### src/rtl/wir_pkg.sv
package wir_pkg;

    typedef enum logic [2:0] {
        OPC_NOP     = 3'd0,
        OPC_ALU     = 3'd1,
        OPC_SFU     = 3'd2,
        OPC_DP      = 3'd3,
        OPC_ALU_SFU = 3'd4,
        OPC_LOAD    = 3'd5,
        OPC_STORE   = 3'd6
    } opc_e;

    typedef enum logic [2:0] {
        PIPE_NONE = 3'd0,
        PIPE_SP   = 3'd1,
        PIPE_DP   = 3'd2,
        PIPE_SFU  = 3'd3,
        PIPE_MEM  = 3'd4
    } pipe_e;

    // free-slot vector order: index 0 SP, 1 DP, 2 SFU, 3 MEM (pipe code - 1)
    localparam int NUM_PIPES = 4;
    localparam int OPC_W     = 3;

endpackage

### src/rtl/wir_route_one.sv
module wir_route_one
    import wir_pkg::*;
#(
    parameter int NUM_DP_UNITS = 1,
    parameter int DIFF_UNITS   = 0
) (
    input  logic [OPC_W-1:0]     op,
    input  logic [NUM_PIPES-1:0] avail,
    input  logic [2:0]           prev,
    output logic [2:0]           tgt
);
    localparam bit HAS_DP  = (NUM_DP_UNITS != 0);
    localparam bit DIFF_ON = (DIFF_UNITS != 0);

    logic is_mem, ok_sp, ok_dp, ok_sfu, ok_mem, sfu_class;

    always_comb begin
        is_mem    = (op == OPC_LOAD) || (op == OPC_STORE);
        ok_sp     = !DIFF_ON || (prev != PIPE_SP);
        ok_dp     = !DIFF_ON || (prev != PIPE_DP);
        ok_sfu    = !DIFF_ON || (prev != PIPE_SFU);
        ok_mem    = !DIFF_ON || (prev != PIPE_MEM);
        sfu_class = (!HAS_DP && op == OPC_DP) || (op == OPC_SFU) || (op == OPC_ALU_SFU);
        tgt       = PIPE_NONE;
        if (is_mem) begin
            if (avail[3] && ok_mem) tgt = PIPE_MEM;
        end else if (avail[0] && op != OPC_SFU && op != OPC_DP && ok_sp) begin
            tgt = PIPE_SP;
        end else if (HAS_DP && op == OPC_DP && ok_dp) begin
            if (avail[1]) tgt = PIPE_DP;
        end else if (sfu_class && ok_sfu) begin
            if (avail[2]) tgt = PIPE_SFU;
        end
    end
endmodule

### src/rtl/wir_warp_issue.sv
module wir_warp_issue
    import wir_pkg::*;
#(
    parameter int MAX_ISSUE    = 2,
    parameter int FREE_W       = 2,
    parameter int NUM_DP_UNITS = 1,
    parameter int DIFF_UNITS   = 0,
    localparam int CNT_W       = $clog2(MAX_ISSUE + 1)
) (
    input  logic                          waiting,
    input  logic [MAX_ISSUE-1:0]          vld,
    input  logic [MAX_ISSUE*OPC_W-1:0]    ops,
    input  logic [NUM_PIPES*FREE_W-1:0]   free_in,
    output logic [MAX_ISSUE-1:0]          fire,
    output logic [MAX_ISSUE*3-1:0]        pipes,
    output logic [CNT_W-1:0]              cnt,
    output logic [NUM_PIPES*FREE_W-1:0]   free_out
);
    for (genvar j = 0; j < MAX_ISSUE; j++) begin : g_slot
        logic [NUM_PIPES*FREE_W-1:0] fr_in, fr_out;
        logic                        go_in, go_out;
        logic [2:0]                  prv_in, prv_out, tgt;
        logic [NUM_PIPES-1:0]        avail;
        logic                        take;

        if (j == 0) begin : g_head
            assign fr_in  = free_in;
            assign go_in  = !waiting;
            assign prv_in = PIPE_NONE;
        end else begin : g_link
            assign fr_in  = g_slot[j-1].fr_out;
            assign go_in  = g_slot[j-1].go_out;
            assign prv_in = g_slot[j-1].prv_out;
        end

        for (genvar k = 0; k < NUM_PIPES; k++) begin : g_pipe
            assign avail[k] = (fr_in[k*FREE_W +: FREE_W] != '0);
            assign fr_out[k*FREE_W +: FREE_W] =
                fr_in[k*FREE_W +: FREE_W] - FREE_W'(take && (tgt == 3'(k + 1)));
        end

        wir_route_one #(
            .NUM_DP_UNITS (NUM_DP_UNITS),
            .DIFF_UNITS   (DIFF_UNITS)
        ) u_route (
            .op    (ops[j*OPC_W +: OPC_W]),
            .avail (avail),
            .prev  (prv_in),
            .tgt   (tgt)
        );

        assign take             = go_in && vld[j] && (tgt != PIPE_NONE);
        assign go_out           = take;
        assign prv_out          = take ? tgt : prv_in;
        assign fire[j]          = take;
        assign pipes[j*3 +: 3]  = take ? tgt : PIPE_NONE;
    end

    assign free_out = g_slot[MAX_ISSUE-1].fr_out;

    always_comb begin
        cnt = '0;
        for (int j = 0; j < MAX_ISSUE; j++) cnt = cnt + CNT_W'(fire[j]);
    end
endmodule

### src/rtl/wir_prio_ring.sv
module wir_prio_ring #(
    parameter int NUM_SCHED = 2,
    localparam int PRIO_W   = (NUM_SCHED > 1) ? $clog2(NUM_SCHED) : 1
) (
    input  logic              clk,
    input  logic              rst,
    output logic [PRIO_W-1:0] prio
);
    logic [PRIO_W-1:0] prio_d, prio_q;

    always_comb begin
        prio_d = (int'(prio_q) == NUM_SCHED - 1) ? '0 : prio_q + PRIO_W'(1);
    end

    always_ff @(posedge clk) begin
        if (rst) prio_q <= '0;
        else     prio_q <= prio_d;
    end

    assign prio = prio_q;

    // index steps by one and wraps to zero
    p_prio_step_r9: assert property (@(posedge clk) disable iff (rst)
        (!rst && int'(prio_q) != NUM_SCHED - 1) |=> (int'(prio_q) == int'($past(prio_q)) + 1));
    p_prio_wrap_r9: assert property (@(posedge clk) disable iff (rst)
        (!rst && int'(prio_q) == NUM_SCHED - 1) |=> (prio_q == '0));
endmodule

### src/rtl/wir_issue_router.sv
module wir_issue_router
    import wir_pkg::*;
#(
    parameter int NUM_SCHED    = 2,
    parameter int MAX_ISSUE    = 2,
    parameter int FREE_W       = 2,
    parameter int NUM_DP_UNITS = 1,
    parameter int DIFF_UNITS   = 0,
    localparam int NM          = NUM_SCHED * MAX_ISSUE,
    localparam int CNT_W       = $clog2(MAX_ISSUE + 1),
    localparam int PRIO_W      = (NUM_SCHED > 1) ? $clog2(NUM_SCHED) : 1
) (
    input  logic                     clk,
    input  logic                     rst,
    input  logic [NUM_SCHED-1:0]     warp_wait,
    input  logic [NM-1:0]            slot_vld,
    input  logic [NM*OPC_W-1:0]      slot_op,
    input  logic [FREE_W-1:0]        sp_free,
    input  logic [FREE_W-1:0]        dp_free,
    input  logic [FREE_W-1:0]        sfu_free,
    input  logic [FREE_W-1:0]        mem_free,
    output logic [NM-1:0]            iss_fire,
    output logic [NM*3-1:0]          iss_pipe,
    output logic [NUM_SCHED*CNT_W-1:0] iss_cnt,
    output logic [PRIO_W-1:0]        prio_idx
);
    typedef struct packed {
        logic [NM-1:0]              fire;
        logic [NM*3-1:0]            pipe;
        logic [NUM_SCHED*CNT_W-1:0] cnt;
    } out_t;

    out_t out_d, out_q;
    logic [PRIO_W-1:0] prio_q;
    logic [NUM_PIPES*FREE_W-1:0] free_all;

    logic [PRIO_W-1:0]    st_sel  [NUM_SCHED];
    logic [MAX_ISSUE-1:0] st_fire [NUM_SCHED];
    logic [MAX_ISSUE*3-1:0] st_pipe [NUM_SCHED];
    logic [CNT_W-1:0]     st_cnt  [NUM_SCHED];

    assign free_all = {mem_free, sfu_free, dp_free, sp_free};

    wir_prio_ring #(.NUM_SCHED(NUM_SCHED)) u_ring (
        .clk  (clk),
        .rst  (rst),
        .prio (prio_q)
    );

    // stage k services scheduler (prio + k) mod NUM_SCHED
    for (genvar k = 0; k < NUM_SCHED; k++) begin : g_stage
        logic [NUM_PIPES*FREE_W-1:0] fr_in, fr_out;

        if (k == 0) begin : g_head
            assign fr_in = free_all;
        end else begin : g_link
            assign fr_in = g_stage[k-1].fr_out;
        end

        assign st_sel[k] = PRIO_W'((int'(prio_q) + k) % NUM_SCHED);

        wir_warp_issue #(
            .MAX_ISSUE    (MAX_ISSUE),
            .FREE_W       (FREE_W),
            .NUM_DP_UNITS (NUM_DP_UNITS),
            .DIFF_UNITS   (DIFF_UNITS)
        ) u_warp (
            .waiting  (warp_wait[st_sel[k]]),
            .vld      (slot_vld[int'(st_sel[k])*MAX_ISSUE +: MAX_ISSUE]),
            .ops      (slot_op[int'(st_sel[k])*MAX_ISSUE*OPC_W +: MAX_ISSUE*OPC_W]),
            .free_in  (fr_in),
            .fire     (st_fire[k]),
            .pipes    (st_pipe[k]),
            .cnt      (st_cnt[k]),
            .free_out (fr_out)
        );
    end

    always_comb begin
        out_d = '0;
        for (int s = 0; s < NUM_SCHED; s++) begin
            for (int k = 0; k < NUM_SCHED; k++) begin
                if (int'(st_sel[k]) == s) begin
                    out_d.fire[s*MAX_ISSUE +: MAX_ISSUE]     = st_fire[k];
                    out_d.pipe[s*MAX_ISSUE*3 +: MAX_ISSUE*3] = st_pipe[k];
                    out_d.cnt[s*CNT_W +: CNT_W]              = st_cnt[k];
                end
            end
        end
    end

    always_ff @(posedge clk) begin
        if (rst) out_q <= '0;
        else     out_q <= out_d;
    end

    assign iss_fire = out_q.fire;
    assign iss_pipe = out_q.pipe;
    assign iss_cnt  = out_q.cnt;
    assign prio_idx = prio_q;

    // ---------------- assertions ----------------
    localparam int NW = $clog2(NM + 1);
    logic [NW-1:0] n_q [NUM_PIPES];

    always_comb begin
        for (int p = 0; p < NUM_PIPES; p++) begin
            n_q[p] = '0;
            for (int i = 0; i < NM; i++)
                if (out_q.fire[i] && out_q.pipe[i*3 +: 3] == 3'(p + 1)) n_q[p] = n_q[p] + NW'(1);
        end
    end

    for (genvar p = 0; p < NUM_PIPES; p++) begin : g_budget
        // issued per pipe never exceeds the free count offered
        p_budget_r8: assert property (@(posedge clk) disable iff (rst)
            !rst |=> (int'(n_q[p]) <= int'($past(free_all[p*FREE_W +: FREE_W]))));
    end

    for (genvar i = 0; i < NM; i++) begin : g_slotchk
        // a silent slot carries pipe code NONE, a fired one does not
        p_pipe_code_r10: assert property (@(posedge clk) disable iff (rst)
            out_q.fire[i] == (out_q.pipe[i*3 +: 3] != PIPE_NONE));
        if (i % MAX_ISSUE != 0) begin : g_order
            // a slot fires only behind a fired predecessor
            p_in_order_r7: assert property (@(posedge clk) disable iff (rst)
                out_q.fire[i] |-> out_q.fire[i-1]);
            if (DIFF_UNITS != 0) begin : g_diff
                // back-to-back issues differ in pipe type
                p_diff_unit_r6: assert property (@(posedge clk) disable iff (rst)
                    out_q.fire[i] |-> (out_q.pipe[i*3 +: 3] != out_q.pipe[(i-1)*3 +: 3]));
            end
        end
        if (NUM_DP_UNITS == 0) begin : g_nodp
            // no DP unit means no DP selection
            p_no_dp_r4: assert property (@(posedge clk) disable iff (rst)
                out_q.pipe[i*3 +: 3] != PIPE_DP);
        end
    end

    for (genvar s = 0; s < NUM_SCHED; s++) begin : g_cntchk
        // count agrees with fired strobes
        p_count_r10: assert property (@(posedge clk) disable iff (rst)
            int'(out_q.cnt[s*CNT_W +: CNT_W]) == $countones(out_q.fire[s*MAX_ISSUE +: MAX_ISSUE]));
    end
endmodule

### config.mk
export PLATFORM = sky130hd
export DESIGN_NAME = wir_issue_router
export DESIGN_NICKNAME = d
export VERILOG_FILES = /design/src/rtl/wir_pkg.sv /design/src/rtl/wir_route_one.sv /design/src/rtl/wir_warp_issue.sv /design/src/rtl/wir_prio_ring.sv /design/src/rtl/wir_issue_router.sv
export SDC_FILE = /design/constraint.sdc
export NUM_CORES = 1
export LEC_CHECK = 0
export BUFFER_PORTS_ARGS = -buffer_cell sky130_fd_sc_hd__buf_2
export CORE_MARGIN = 2
export CORE_UTILIZATION = 38
export CTS_BUF_LIST = sky130_fd_sc_hd__clkbuf_4 sky130_fd_sc_hd__clkbuf_8
export DETAILED_ROUTE_END_ITERATION = 10
export GPL_ROUTABILITY_DRIVEN = 0
export SLEW_MARGIN = 20
export SYNTH_ARGS = -nofsm -noshare
export SYNTH_HDL_FRONTEND = slang
export SYNTH_HIERARCHICAL = 1
export SYNTH_SLANG_ARGS = --single-unit
### constraint.sdc
create_clock -name clk -period 6.3 [get_ports clk]
set_clock_uncertainty 0.05 [all_clocks]
set_input_delay 1.26 -clock clk [delete_from_list [all_inputs] [get_ports clk]]
set_output_delay 1.26 -clock clk [all_outputs]
set_load 0.05 [all_outputs]
==> flow_summary_export.csv <==
group,metric,value,unit
global_routing,use_met2,30.3,%
worst_setup_path,crit_family,"simple AND/OR/NAND/NOR gates",
clock_network,numCtsBuffers,3,
timing,period_needed,6.50,ns
final_layout,multi_input_area,0.00176,mm²
timing,finalCritPeriodShare,103,%
timing,worst_pin_slew,0.481,ns
worst_hold_path,worstHoldPathType,"reg -> reg",
global_routing,grt_pass1_wl,8530,µm
global_routing,grt_antenna_before_repair,0,
global_routing,grt_pass1_vias,1969,
detailed_routing,drc,0,
final_layout,seq_area,422,µm²
logic_synthesis,syn_nets,291,
worst_setup_path,worst_path_largest_cell_delay,0.34,ns
timing,final.setup.worst_slack,-0.202,ns
run_status,violations,"negative setup slack",
floorplanning,chipWidth,78.1,µm
worst_setup_path,crit_required,6.39,ns
floorplanning,rows,26,
final_layout,final_cells,410,
worst_setup_path,rrSetupSlack,0.39,ns
worst_setup_path,cp-startpoint,"sfu_free[0]",
worst_hold_path,hold_end,"u_ring/prio$_SDFF_PP0_",
clock_network,h-tree-depth,1,
global_routing,use_met1,21.4,%
pwr,p_leak,1.41,nW
floorplanning,initial_core_util,40.1,%
final_layout,fill_cells,470,
floorplanning,core_area,0.00520,mm²
floorplanning,ios,49,
detailed_routing,drtAntennaViolNets,0,
timing,final-setup-viol-count,6,
timing,hold_viol,0,
logic_synthesis,synthCells,249,
clock_network,insertion_delay,0.25,ns
detailed_routing,vias,2063,
worst_hold_path,holdCritStartpoint,"u_ring/prio$_SDFF_PP0_",
worst_setup_path,crit_path_end_kind,"register",
timing,max_clock_freq,0.154,GHz
final_layout,diodes,0,
detailed_routing,drt-initial-drc-count,79,
global_routing,grt_max_degree,33,
global_routing,grt_use_met3,3.45,%
floorplanning,die_h,78.1,µm
logic_synthesis,avgSynthCellArea,8.38,µm²
global_routing,grt_overflow,0,
floorplanning,die-area,0.00610,mm²
worst_setup_path,cp_num_buf_inv,2,
place,dpl.cell_count,395,
final_layout,final_nets,383,
timing,rsz0062_at_grt,"yes",
timing,max_slew_margin,67.8,%
clock_network,cts_tree,"done",
final_layout,drive_gt1_share,53.5,%
clock_network,cts.sinks,21,
detailed_routing,drt-vias-per-instance,5.03,
clock_network,path_clk_slew,0.07,ns
worst_setup_path,crit_slowest_cell,"or2_2",
place,hpwl,3940,µm
place,io_buffers,48,
worst_setup_path,timing.rr.end,"iss_cnt[0]$_SDFF_PP0_",
worst_setup_path,reg2reg_from,"u_ring/prio$_SDFF_PP0_",
clock_network,root_buffer,"clkbuf_8",
logic_synthesis,netlist_area,0.00209,mm²
worst_setup_path,cp-start-kind,"primary input",
worst_setup_path,crit_type,"in -> reg",
final_layout,syn_to_final_growth,44.9,%
worst_setup_path,arrival,6.59,ns
worst_setup_path,cp_max_fo,4,
final_layout,design_area,0.00302,mm²
detailed_routing,avgRoutedWirePerCell,13.8,µm
clock_network,holdBufCountCts,0,
pwr,p_per_area,163,mW/mm²
worst_setup_path,reg2regPathDepth,32,
job,maxCapViolCount,0,
logic_synthesis,ys_warn_count,6,
pwr,ir_drop,0.0000952,V
timing,final_max_slew_viol_count,0,
detailed_routing,first_pass_iters,4,
worst_hold_path,whs_path_depth,2,
global_routing,busiest_layer,"met2",
global_routing,grt_use_total,17.1,%
run_status,status,"finished, violations left",
clock_network,cts_max_path_buffers,2,
timing,fin_setup_tns,-0.727,ns
pwr,p_total,494,µW
place,placed_area,0.00261,mm²
detailed_routing,routed_wl,5640,µm
## sequential cells by signal, indices dropped and copies added, names as in the netlist
name	count
iss_cnt	4
iss_fire	4
iss_pipe	12
u_ring/prio	1
## worst register-to-register path, delay by kind of cell, from the launching register on
| family | cells | cell delay (ns) |
|---|---|---|
| AND/OR/NAND/NOR | 14 | 2.13 |
| buffers and inverters | 1 | 0.16 |
| multiplexers | 3 | 0.72 |
| flip-flops | 1 | 0.46 |
| adder cells (fa/ha/maj) | 4 | 0.92 |
| XOR/XNOR | 3 | 0.37 |
| AO/OA/AOI/OAI | 7 | 0.99 |
## cell usage in the layout (no fill, tap or decap), types with 7 or more instances in the layout
cell type   n
dfxtp_1    20
nand3_1     8
mux2_2     16
ha_2        7
or2_2       7
buf_2      45
xnor2_1     7
nor3_2      7
buf_4      49
nor2_1     33
inv_1      22
mux2i_1    20
## final cells by class
class,instances,share of cell area (%)
Sequential cell,21,13.9
Multi-Input combinational cell,196,58.2
Clock inverter,1,0.166
Timing Repair Buffer,97,20.7
Inverter,22,2.73
Tap cell,70,2.90
Clock buffer,3,1.37
## how the worst max path moves through the flow
stage                             to  depth (start not counted)
3_3_place_gp   iss_cnt[0]$_SDFF_PP0_                         31
2_1_floorplan  iss_cnt[0]$_SDFF_PP0_                         32
5_1_grt        iss_cnt[2]$_SDFF_PP0_                         31
3_5_place_dp   iss_cnt[0]$_SDFF_PP0_                         31
4_1_cts        iss_cnt[0]$_SDFF_PP0_                         30
6_report       iss_cnt[0]$_SDFF_PP0_                         31
## timing repair
action                                  in CTS  in global routing
buffers inserted                             4                  7
gates resized for setup                     21                 37
hold endpoints to repair                     0                  0
cloned                                       0                  0
pin swaps                                    3                 30
endpoints found under the setup margin       6                 10
## power breakdown
part / leakage, nW / internal (mW) / total, mW / switching (mW)
sequential: 0.171 / 0.139 / 0.141 / 0.00273
clock: 0.0255 / 0.0440 / 0.0854 / 0.0414
combinational: 1.21 / 0.125 / 0.267 / 0.142
total: 1.41 / 0.308 / 0.494 / 0.187
## per-layer routing
metal | wire length [µm] | up-vias
li1 | - | 1038
met1 | 2440 | 962
met2 | 2880 | 48
met3 | 214 | 15
met4 | 100 | 0
met5 | 0 | -
## metrics by stage
| step | setup WS [ns] | utilization (%) | hold WS [ns] |
|---|---|---|---|
| floorplan | 0.0388 | - | 0.609 |
| global placement | -0.546 | 50.1 | 0.786 |
| detailed placement | -0.636 | 50.1 | 0.797 |
| CTS | 0.00365 | 53.2 | 0.823 |
| global route | -0.513 | 58.1 | 0.860 |
| finish | -0.202 | 58.1 | 0.816 |
Note: power is estimated with default switching activity, not from simulation.
